[config.mk]
export PLATFORM = sky130hd
export DESIGN_NAME = sqcs_adder
export DESIGN_NICKNAME = d
export VERILOG_FILES = /design/src/rtl/sqcs_pkg.sv /design/src/rtl/sqcs_pg_gen.sv /design/src/rtl/sqcs_carry_chain.sv /design/src/rtl/sqcs_base_blk.sv /design/src/rtl/sqcs_select_blk.sv /design/src/rtl/sqcs_adder.sv
export SDC_FILE = /design/constraint.sdc
export NUM_CORES = 1
export LEC_CHECK = 0
export BUFFER_PORTS_ARGS = -buffer_cell sky130_fd_sc_hd__buf_4
export CORE_MARGIN = 2
export CORE_UTILIZATION = 30
export DETAILED_ROUTE_END_ITERATION = 10
export PLACE_DENSITY = 0.66
export SETUP_SLACK_MARGIN = 0.4
export SYNTH_ARGS = -nofsm -noshare
export SYNTH_HDL_FRONTEND = slang
export SYNTH_HIERARCHICAL = 1
export SYNTH_SLANG_ARGS = --single-unit
[constraint.sdc]
create_clock -name vclk -period 3.5
set_input_delay 0.175 -clock vclk [all_inputs]
set_output_delay 0.175 -clock vclk [all_outputs]
set_load 0.1 [all_outputs]
[src/rtl/sqcs_pkg.sv]
package sqcs_pkg;

    typedef struct packed {
        logic p;
        logic g;
    } pg_bit_t;

    // Number of blocks needed to cover n bits starting at width m.
    function automatic int blk_count(input int n, input int m);
        int tot;
        int cnt;
        tot = 0;
        cnt = 0;
        for (int k = 0; k < n; k++) begin
            if (tot < n) begin
                tot = tot + m + k;
                cnt = cnt + 1;
            end
        end
        return cnt;
    endfunction

    // Lowest bit index of block idx.
    function automatic int blk_lo(input int n, input int m, input int idx);
        int lo;
        lo = idx * m + (idx * (idx - 1)) / 2;
        if (lo > n) lo = n;
        return lo;
    endfunction

    // Width of block idx, the top one trimmed to fit n.
    function automatic int blk_w(input int n, input int m, input int idx);
        int full;
        int rem;
        full = m + idx;
        rem  = n - blk_lo(n, m, idx);
        if (rem < 0) rem = 0;
        return (full < rem) ? full : rem;
    endfunction

    function automatic int width_total(input int n, input int m);
        int tot;
        tot = 0;
        for (int k = 0; k < blk_count(n, m); k++) begin
            tot = tot + blk_w(n, m, k);
        end
        return tot;
    endfunction

endpackage

[src/rtl/sqcs_pg_gen.sv]
module sqcs_pg_gen #(
    parameter int W = 4
) (
    input  logic                      [W-1:0] op_a,
    input  logic                      [W-1:0] op_b,
    output sqcs_pkg::pg_bit_t [W-1:0]         pg
);
    for (genvar i = 0; i < W; i++) begin : g_bit
        assign pg[i].p = op_a[i] ^ op_b[i];
        assign pg[i].g = op_a[i] & op_b[i];
    end
endmodule

[src/rtl/sqcs_carry_chain.sv]
module sqcs_carry_chain #(
    parameter int W = 4
) (
    input  sqcs_pkg::pg_bit_t [W-1:0] pg,
    input  logic                      cin,
    output logic              [W:0]   carries
);
    always_comb begin
        carries[0] = cin;
        for (int i = 0; i < W; i++) begin
            carries[i+1] = pg[i].g | (pg[i].p & carries[i]);
        end
    end
endmodule

[src/rtl/sqcs_base_blk.sv]
module sqcs_base_blk #(
    parameter int W = 4
) (
    input  logic [W-1:0] op_a,
    input  logic [W-1:0] op_b,
    input  logic         cin,
    output logic [W-1:0] sum,
    output logic         cout
);
    sqcs_pkg::pg_bit_t [W-1:0] pg;
    logic              [W:0]   cv;
    logic              [W-1:0] prop;

    sqcs_pg_gen #(.W(W)) u_pg (
        .op_a (op_a),
        .op_b (op_b),
        .pg   (pg)
    );

    sqcs_carry_chain #(.W(W)) u_chain (
        .pg      (pg),
        .cin     (cin),
        .carries (cv)
    );

    for (genvar i = 0; i < W; i++) begin : g_prop
        assign prop[i] = pg[i].p;
    end

    assign sum  = prop ^ cv[W-1:0];
    assign cout = cv[W];
endmodule

[src/rtl/sqcs_select_blk.sv]
module sqcs_select_blk #(
    parameter int W = 5
) (
    input  logic [W-1:0] op_a,
    input  logic [W-1:0] op_b,
    input  logic         cin,
    output logic [W-1:0] sum,
    output logic         cout
);
    sqcs_pkg::pg_bit_t [W-1:0] pg;
    logic              [W:0]   cv_zero;
    logic              [W:0]   cv_one;
    logic              [W:0]   cv_sel;
    logic              [W-1:0] prop;

    sqcs_pg_gen #(.W(W)) u_pg (
        .op_a (op_a),
        .op_b (op_b),
        .pg   (pg)
    );

    sqcs_carry_chain #(.W(W)) u_chain_zero (
        .pg      (pg),
        .cin     (1'b0),
        .carries (cv_zero)
    );

    sqcs_carry_chain #(.W(W)) u_chain_one (
        .pg      (pg),
        .cin     (1'b1),
        .carries (cv_one)
    );

    for (genvar i = 0; i < W; i++) begin : g_prop
        assign prop[i] = pg[i].p;
    end

    assign cv_sel = cin ? cv_one : cv_zero;
    assign sum    = prop ^ cv_sel[W-1:0];
    assign cout   = cv_sel[W];
endmodule

[src/rtl/sqcs_adder.sv]
module sqcs_adder #(
    parameter int WIDTH  = 32,
    parameter int BASE_W = 4
) (
    input  logic [WIDTH-1:0] op_a,
    input  logic [WIDTH-1:0] op_b,
    input  logic             carry_in,
    output logic [WIDTH-1:0] sum,
    output logic             carry_out
);
    localparam int NB = sqcs_pkg::blk_count(WIDTH, BASE_W);

    logic blk_carry [NB+1];

    if (BASE_W < 1) begin : g_bad_base
        $error("sqcs_adder: BASE_W must be at least 1");
    end
    if (sqcs_pkg::width_total(WIDTH, BASE_W) != WIDTH) begin : g_bad_total
        $error("sqcs_adder: block widths do not add up to WIDTH");
    end

    assign blk_carry[0] = carry_in;

    for (genvar k = 0; k < NB; k++) begin : g_blk
        localparam int LO = sqcs_pkg::blk_lo(WIDTH, BASE_W, k);
        localparam int W  = sqcs_pkg::blk_w(WIDTH, BASE_W, k);
        if (k == 0) begin : g_base
            sqcs_base_blk #(.W(W)) u_blk (
                .op_a (op_a[LO+W-1:LO]),
                .op_b (op_b[LO+W-1:LO]),
                .cin  (blk_carry[k]),
                .sum  (sum[LO+W-1:LO]),
                .cout (blk_carry[k+1])
            );
        end else begin : g_sel
            sqcs_select_blk #(.W(W)) u_blk (
                .op_a (op_a[LO+W-1:LO]),
                .op_b (op_b[LO+W-1:LO]),
                .cin  (blk_carry[k]),
                .sum  (sum[LO+W-1:LO]),
                .cout (blk_carry[k+1])
            );
        end
    end

    assign carry_out = blk_carry[NB];
endmodule

After elaboration in Yosys (flattened, before gate mapping)
Cells that the tools add are included.

operators by class
  reductions and logical operators = 0
  order comparisons = 0
  add/sub/neg operators = 0
  bitwise operators = 175
  shift-type cells = 0
  multiply operators = 0
  mux-type cells = 5
  equality and inequality tests = 0
  divide/modulo/power cells = 0

operator list
  cell               count
  1-bit AND          82
  1-bit bitwise OR   55
  1-bit bitwise XOR  32
  9-bit 2-to-1 mux   1
  8-bit 2-to-1 mux   1
  8-bit bitwise XOR  1
  7-bit 2-to-1 mux   1
  7-bit bitwise XOR  1
  6-bit 2-to-1 mux   1
  6-bit bitwise XOR  1
  5-bit bitwise XOR  1
  4-bit bitwise XOR  1
  3-bit 2-to-1 mux   1
  2-bit bitwise XOR  1

word-level totals
  memory bits (writable) = 0
  ROM bits = 0
  output and inout port bits = 33
  bits in latches = 0
  input port bits = 65
  memories kept = 0
  word-level logic and storage cells = 180
  register bits = 0

Logic depth before layout (Yosys ltp)
Gate-level depths: netlist of run 1.

  word-level depth = 19
  gate-level depth with buffers = 14
  gate-level depth less buffers = 10

Modules after synthesis
The synthesis of run 1 kept the hierarchy.

by module, submodules not included
  module                                                   area each (µm²)  seq. area each (µm²)  cells each  instances
  sqcs_carry_chain (g_blk[4].g_sel.u_blk.u_chain_one ...)  118.9            0.0                   16          2
  sqcs_carry_chain (g_blk[3].g_sel.u_blk.u_chain_one ...)  117.6            0.0                   17          2
  sqcs_carry_chain (g_blk[1].g_sel.u_blk.u_chain_one ...)  93.8             0.0                   12          2
  sqcs_select_blk (g_blk[4].g_sel.u_blk)                   180.2            0.0                   20          1
  sqcs_select_blk (g_blk[3].g_sel.u_blk)                   161.4            0.0                   18          1
  sqcs_carry_chain (g_blk[2].g_sel.u_blk.u_chain_one ...)  80.1             0.0                   11          2
  sqcs_select_blk (g_blk[2].g_sel.u_blk)                   142.6            0.0                   16          1
  sqcs_select_blk (g_blk[1].g_sel.u_blk)                   123.9            0.0                   14          1
  sqcs_pg_gen (g_blk[4].g_sel.u_blk.u_pg)                  100.1            0.0                   8           1
  sqcs_pg_gen (g_blk[3].g_sel.u_blk.u_pg)                  87.6             0.0                   7           1
  sqcs_pg_gen (g_blk[2].g_sel.u_blk.u_pg)                  75.1             0.0                   6           1
  sqcs_pg_gen (g_blk[1].g_sel.u_blk.u_pg)                  62.6             0.0                   5           1
  sqcs_select_blk (g_blk[5].g_sel.u_blk)                   56.3             0.0                   7           1
  sqcs_pg_gen (g_blk[0].g_base.u_blk.u_pg)                 50.0             0.0                   4           1
  +4 rows                                                  -                -                     -           -

Worst setup path after synthesis of run 1
No wires, ideal clock.

  path type = in2out
  start point = in op_a[0]
  end point = out sum[31]
  path slack = -1166 ps
  data required time = 3325 ps
  cell stages on the path = 14
  buffers on the path = 4
  arrival time = 4491 ps
  cells stage by stage = ha_1 a21o_1 a21o_1 a31o_1 buf_6 mux2_2 buf_6 mux2_2 buf_6 mux2_2 buf_6 mux2_2 mux2i_1 xnor2_1

RTL lines
  element      RTL line         text
  from (decl)  sqcs_adder.sv:5  input logic [WIDTH-1:0] op_a,
  to (decl)    sqcs_adder.sv:8  output logic [WIDTH-1:0] sum,

==> out/results.tsv, run 1 <==
stage	metric	value	unit
global_route	grtUsageTotal	0.1209	
critical_path	crit_arrival	2.89	ns
critical_path	critPathMaxFanout	3	
timing	fmax	325.9	MHz
placed_design	dpl_cell_area	3196	µm²
synthesis	synth_top_cell_area_share	0.1990	
route	drtAntennaViolNets	0	
route	dr_total_vias	2015	
pwr	vdd_drop_max	274.0	µV
placed_design	io_buffers	98	
global_route	grt_pass1_vias	1899	
synthesis	synth_area	2012	µm²
finish	fin_area	3374	µm²
outcome	violations	design-rule violations	
timing	hold_violations	0	
critical_path	endpoint_kind	output pin	
finish	syn_to_final_growth	67.72	%
floorplan	io_pins	98	
route	wl_per_cell	11.04	µm
critical_path	cp_top_family	multiplexers	
critical_path	slowest_stage	mux2_4	
pwr	power_density	529.2	nW/µm²
pwr	p_clk_frac	0	
synthesis	yosys-top-cells-area	ha_1, mux2i_1, a21o_1, xnor2_1, buf_4	
timing	setup_viol	0	
critical_path	cp_slowest_stage_delay	0.35	ns
synthesis	synth.most_common_cell	a21o_1	
floorplan	die_x	85.89	µm
synthesis	ys_types	33	
placed_design	post-dp-hpwl	4119	µm
route	firstDrtPassIters	8	
route	drtIter0Drc	32	
pwr	p_comb_frac	1.000	
global_route	grt_pass1_wl	7783	µm
pwr	netSwitchingPower	1183	µW
finish	num_antenna_cells	0	
critical_path	crit_top_cell	mux2_4	
finish	drive_above_1_share	0.5161	
pwr	seq_power_share	0	
timing	setup-tns-final	0	ns
pwr	internal-power	602.8	µW
finish	nClkBuffers	0	
synthesis	ys_seq_area_frac	0	
timing	setup_slack	0.4313	ns
floorplan	fp.coreArea	6422	µm²
placed_design	gp_congestion	0.7901	
timing	rsz0062_at_grt	yes	
critical_path	cp.required	3.32	ns
hold_path	hold_depth	3	
critical_path	critical_path.cell_chain	buf_6 -> ha_4 -> a21o_1 -> a21o_1 -> a31o_1 -> mux2_4 -> mux2_4 -> mux2_4 -> mux2_4 -> mux2i_4 -> xnor2_4 -> buf_12	
critical_path	cp_num_buf_inv	2	
timing	min_period	3.069	ns
finish	seq_cells	0	
timing	drv_slew	0	
synthesis	synth_top_area_cell	ha_1	
timing	period_share	0.8768	
critical_path	path_class	input port to output pin	
finish	seqCellArea	0	µm²
floorplan	dieHeight	85.89	µm
synthesis	ys_top_cells_by_count	a21o_1, ha_1, mux2i_1, xnor2_1, buf_4	
synthesis	ys_warn_count	6	
route	routed_via_density	4.821	
outcome	status	finished, violations left	
clock_network	cts_hold_buf	0	
route	finalWirelength	4614	µm
floorplan	die_area	7377	µm²
flow_run	max-cap-violations	0	
pwr	p_total	1786	µW
critical_path	cp_num_cells	12	
route	drc	8	
pwr	p_leak	0.001748	µW
finish	fin_nets	440	
global_route	antenna_found_initial	0	
hold_path	hold_path.class	input port to output pin	
synthesis	avgSynthCellArea	8.561	µm²
placed_design	place_ws	0.1385	ns
synthesis	netlist_instances	235	
critical_path	critPathLaunchType	input port	
floorplan	start_util	0.3133	
pwr	p_sw_frac	0.6624	
global_route	grt_max_degree	9	
global_route	grt_overflow_total	0	
floorplan	row_count	29	
==> what timing repair did <==
action | 4_1_cts | 5_1_grt
pin swaps | 1 | 1
resized for setup | 30 | 3
gates cloned | 0 | 0
endpoints found under the setup margin | 10 | 11
setup buffers | 4 | 0
==> power groups by stage <==
stage | Clock, µW | Combinational [µW] | Sequential, µW
floorplan | 0 | 1430 | 0
global placement | 0 | 1700 | 0
detailed placement | 0 | 1700 | 0
CTS | 0 | 1790 | 0
global route | 0 | 1870 | 0
finish | 0 | 1790 | 0
==> metrics by stage <==
stage / utilization / hold slack [ns] / std cells
floorplan: - / 0.8122 / 249
global placement: 0.4976 / 0.7249 / 414
detailed placement: 0.4976 / 0.7238 / 414
CTS: 0.5213 / 0.7238 / 418
global route: 0.5254 / 0.7362 / 418
finish: 0.5254 / 0.7214 / 418
==> cell type report <==
type	instances	area, µm²
fillers	590	3048
multi-input cells	232	2405
repair buffers	107	865.8
well taps	77	96.34
inverters	2	7.507
==> layer usage <==
layer,part of all wire,routed length (µm),GRT usage,vias up
met5,0,0,0,-
met4,0,0,0.002886,0
met2,0.49,2268,0.2156,57
met3,0.053,246,0.001925,0
met1,0.45,2099,0.1723,898
li1,-,-,-,1060
==> cells in the final DEF, fill, tap and decap left out, drive strengths merged, types with 4 or more instances in the layout <==
| cell type | Yosys | layout |
|---|---|---|
| o21ai | 6 | 6 |
| o21a | 4 | 4 |
| conb | 10 | 24 |
| a21o | 42 | 42 |
| nand4 | 4 | 4 |
| nand2 | 4 | 4 |
| xor2 | 4 | 4 |
| a31o | 5 | 5 |
| nor2 | 8 | 8 |
| o21bai | 4 | 4 |
| buf | 15 | 107 |
| mux2i | 28 | 28 |
| a21oi | 10 | 10 |
| nor3 | 4 | 4 |
| nand3 | 4 | 4 |
| xnor2 | 28 | 28 |
| ha | 32 | 32 |
| mux2 | 5 | 5 |
==> cell families (layout without fill, tap and decap cells) <==
kind of cell / count (synthesis) / after routing / share of synthesized area
buf+inv: 17 / 109 / 0.06716
simple gates: 28 / 28 / 0.07462
fa+ha+maj: 32 / 32 / 0.1990
mux: 33 / 33 / 0.1673
xor+xnor: 32 / 32 / 0.1393
other cells: 10 / 24 / 0.01866
compound gates: 83 / 83 / 0.3339
==> worst paths after layout <==
path	from	endpoint	slack, ns
max	op_a[0]	sum[31]	0.43
min	carry_in	sum[0]	0.72
(Power assumes the default switching activity.)
==> run 2, diff against run 1 <==
==> constraint.sdc (replaced) <==
create_clock -name vclk -period 3.5
set_input_delay 0.175 -clock vclk [all_inputs]
set_output_delay 0.175 -clock vclk [all_outputs]
set_load 0.005 [all_outputs]
==> run 2 against run 1 <==
The flow still finishes with violations (design-rule violations). Power shrank 59%. Sequential share of layout area stayed put. Cell count stayed put. Via count rose by 1.4%. Highest routed layer unchanged. Global-route usage down 0.22 points. Non-clock buffer count stayed put.
==> out/results.tsv, run 2 (synthesis results as in run 1) <==
stage	metric	value	unit	change
hold_path	hold_path_startpoint	carry_in		
critical_path	cp.required	3.32	ns	about the same
finish	syn_to_final_growth	43.66	%	
route	drc	10		+2
placed_design	dpl_cell_area	2800	µm²	-12%
critical_path	crit_arrival	2.90	ns	about the same
floorplan	io_pins	98		unchanged
pwr	p_clk_frac	0		unchanged
clock_network	cts_hold_buf	0		unchanged
outcome	status	finished, violations left		
finish	num_antenna_cells	0		unchanged
flow_run	max-cap-violations	0		unchanged
critical_path	crit_top_cell	mux2_4		
pwr	netSwitchingPower	302.5	µW	-74%
global_route	grt_pass1_vias	1894		-0.26%
finish	fin_area	2890	µm²	-14%
placed_design	io_buffers	98		unchanged
global_route	grt_overflow_total	0		unchanged
timing	holdWs	0.6259	ns	-0.09547 ns
finish	nClkBuffers	0		unchanged
timing	setup_viol	0		unchanged
pwr	p_comb_frac	1.000		about the same
finish	final_common_cell	buf_4		
route	wl_per_cell	11.44	µm	+3.6%
pwr	p_sw_frac	0.4150		-0.2474
finish	drive_above_1_share	0.4194		-0.09677
route	routed_via_density	4.888		+1.4%
route	dr_total_vias	2043		+1.4%
global_route	antenna_found_initial	0		unchanged
floorplan	fp.coreArea	6422	µm²	unchanged
timing	min_period	3.071	ns	+0.002068 ns
critical_path	critPathLaunchType	input port		
global_route	grtUsageTotal	0.1186		-0.002214
critical_path	cp_num_cells	12		unchanged
floorplan	die_area	7377	µm²	unchanged
floorplan	start_util	0.3133		unchanged
finish	seqCellArea	0	µm²	unchanged
floorplan	dieHeight	85.89	µm	unchanged
finish	final_cell_mix	buf_4, a21o_1, ha_1		
timing	setup-tns-final	0	ns	unchanged
critical_path	cp_slowest_stage_delay	0.34	ns	about the same
global_route	grt_max_degree	9		unchanged
timing	drv_slew	0		unchanged
hold_path	min_to	sum[0]		
finish	num-fill-cells	659		+12%
hold_path	hold_path.class	input port to output pin		
critical_path	cp_num_buf_inv	2		unchanged
placed_design	post-dp-hpwl	4071	µm	-1.2%
finish	fin_nets	440		unchanged
timing	rsz0062_at_grt	yes		
critical_path	slowest_stage	mux2_4		
global_route	grt_pass1_wl	7783	µm	unchanged
floorplan	die_x	85.89	µm	unchanged
timing	fmax	325.7	MHz	about the same
critical_path	critical_path.cell_chain	buf_6 -> ha_4 -> a21o_1 -> a21o_1 -> a31o_4 -> mux2_4 -> mux2_4 -> mux2_4 -> mux2_4 -> mux2i_2 -> xnor2_1 -> buf_4		
critical_path	critPathMaxFanout	6		+3
route	drtAntennaViolNets	0		unchanged
timing	setup_slack	0.4293	ns	-0.002068 ns
pwr	vdd_drop_max	107.4	µV	-61%
pwr	seq_power_share	0		unchanged
placed_design	gp_congestion	0.7480		-5.3%
finish	final_cells	418		unchanged
pwr	p_leak	0.001580	µW	-9.6%
floorplan	row_count	29		unchanged
route	firstDrtPassIters	8		unchanged
critical_path	path_class	input port to output pin		
timing	period_share	0.8773		about the same
outcome	violations	design-rule violations		
route	finalWirelength	4782	µm	+3.6%
critical_path	cp_top_family	multiplexers		
placed_design	dp.cells	410		-0.97%
pwr	power_density	252.2	nW/µm²	-52%
route	drtIter0Drc	47		+47%
pwr	internal-power	426.4	µW	-29%
hold_path	hold_depth	3		unchanged
timing	hold_violations	0		unchanged
placed_design	place_ws	0.09546	ns	-0.04302 ns
critical_path	endpoint_kind	output pin		
finish	seq_cells	0		unchanged
run 2: how the worst max path moves through the flow:
stage               startpoint       to
finish                 op_a[0]  sum[31]
global route           op_a[0]  sum[31]
CTS                    op_a[0]  sum[30]
detailed placement     op_b[0]  sum[31]
global placement       op_b[0]  sum[31]
floorplan              op_a[0]  sum[31]
run 2: final cells by class:
class                      instances  area, µm²  area share
timing repair buffer             107      810.8      0.2805
multi-input combinational        232       1976      0.6835
tap                               77      96.34     0.03333
inverter                           2      7.507    0.002597
run 2: power by group through the flow:
stage	combinational [µW]	clock (µW)	sequential, µW
floorplan	451	0	0
global placement	695	0	0
detailed placement	701	0	0
CTS	715	0	0
global route	797	0	0
finish	729	0	0
run 2: what timing repair did:
action                                  4_1_cts  5_1_grt
endpoints found under the hold margin         0        0
resized for setup                             2        6
setup buffers                                 2        6
endpoints found under the setup margin        3        3
pin swaps                                     0        2
cloned                                        0        0
run 2: stage by stage:
step                      utilization  power, µW
after floorplan                     -      451.3
after global routing           0.4500      796.9
final                          0.4500      728.9
after global placement         0.4360      695.5
after CTS                      0.4397      715.4
after detailed placement       0.4360      701.1
run 2: routing by layer:
metal,up-vias,wire length [µm],share of wire,global-route usage
met1,921,2191,0.46,0.1623
met4,0,0,0,0
li1,1053,-,-,-
met2,69,2268,0.47,0.2178
met3,0,322,0.067,0.005775
met5,-,0,0,0
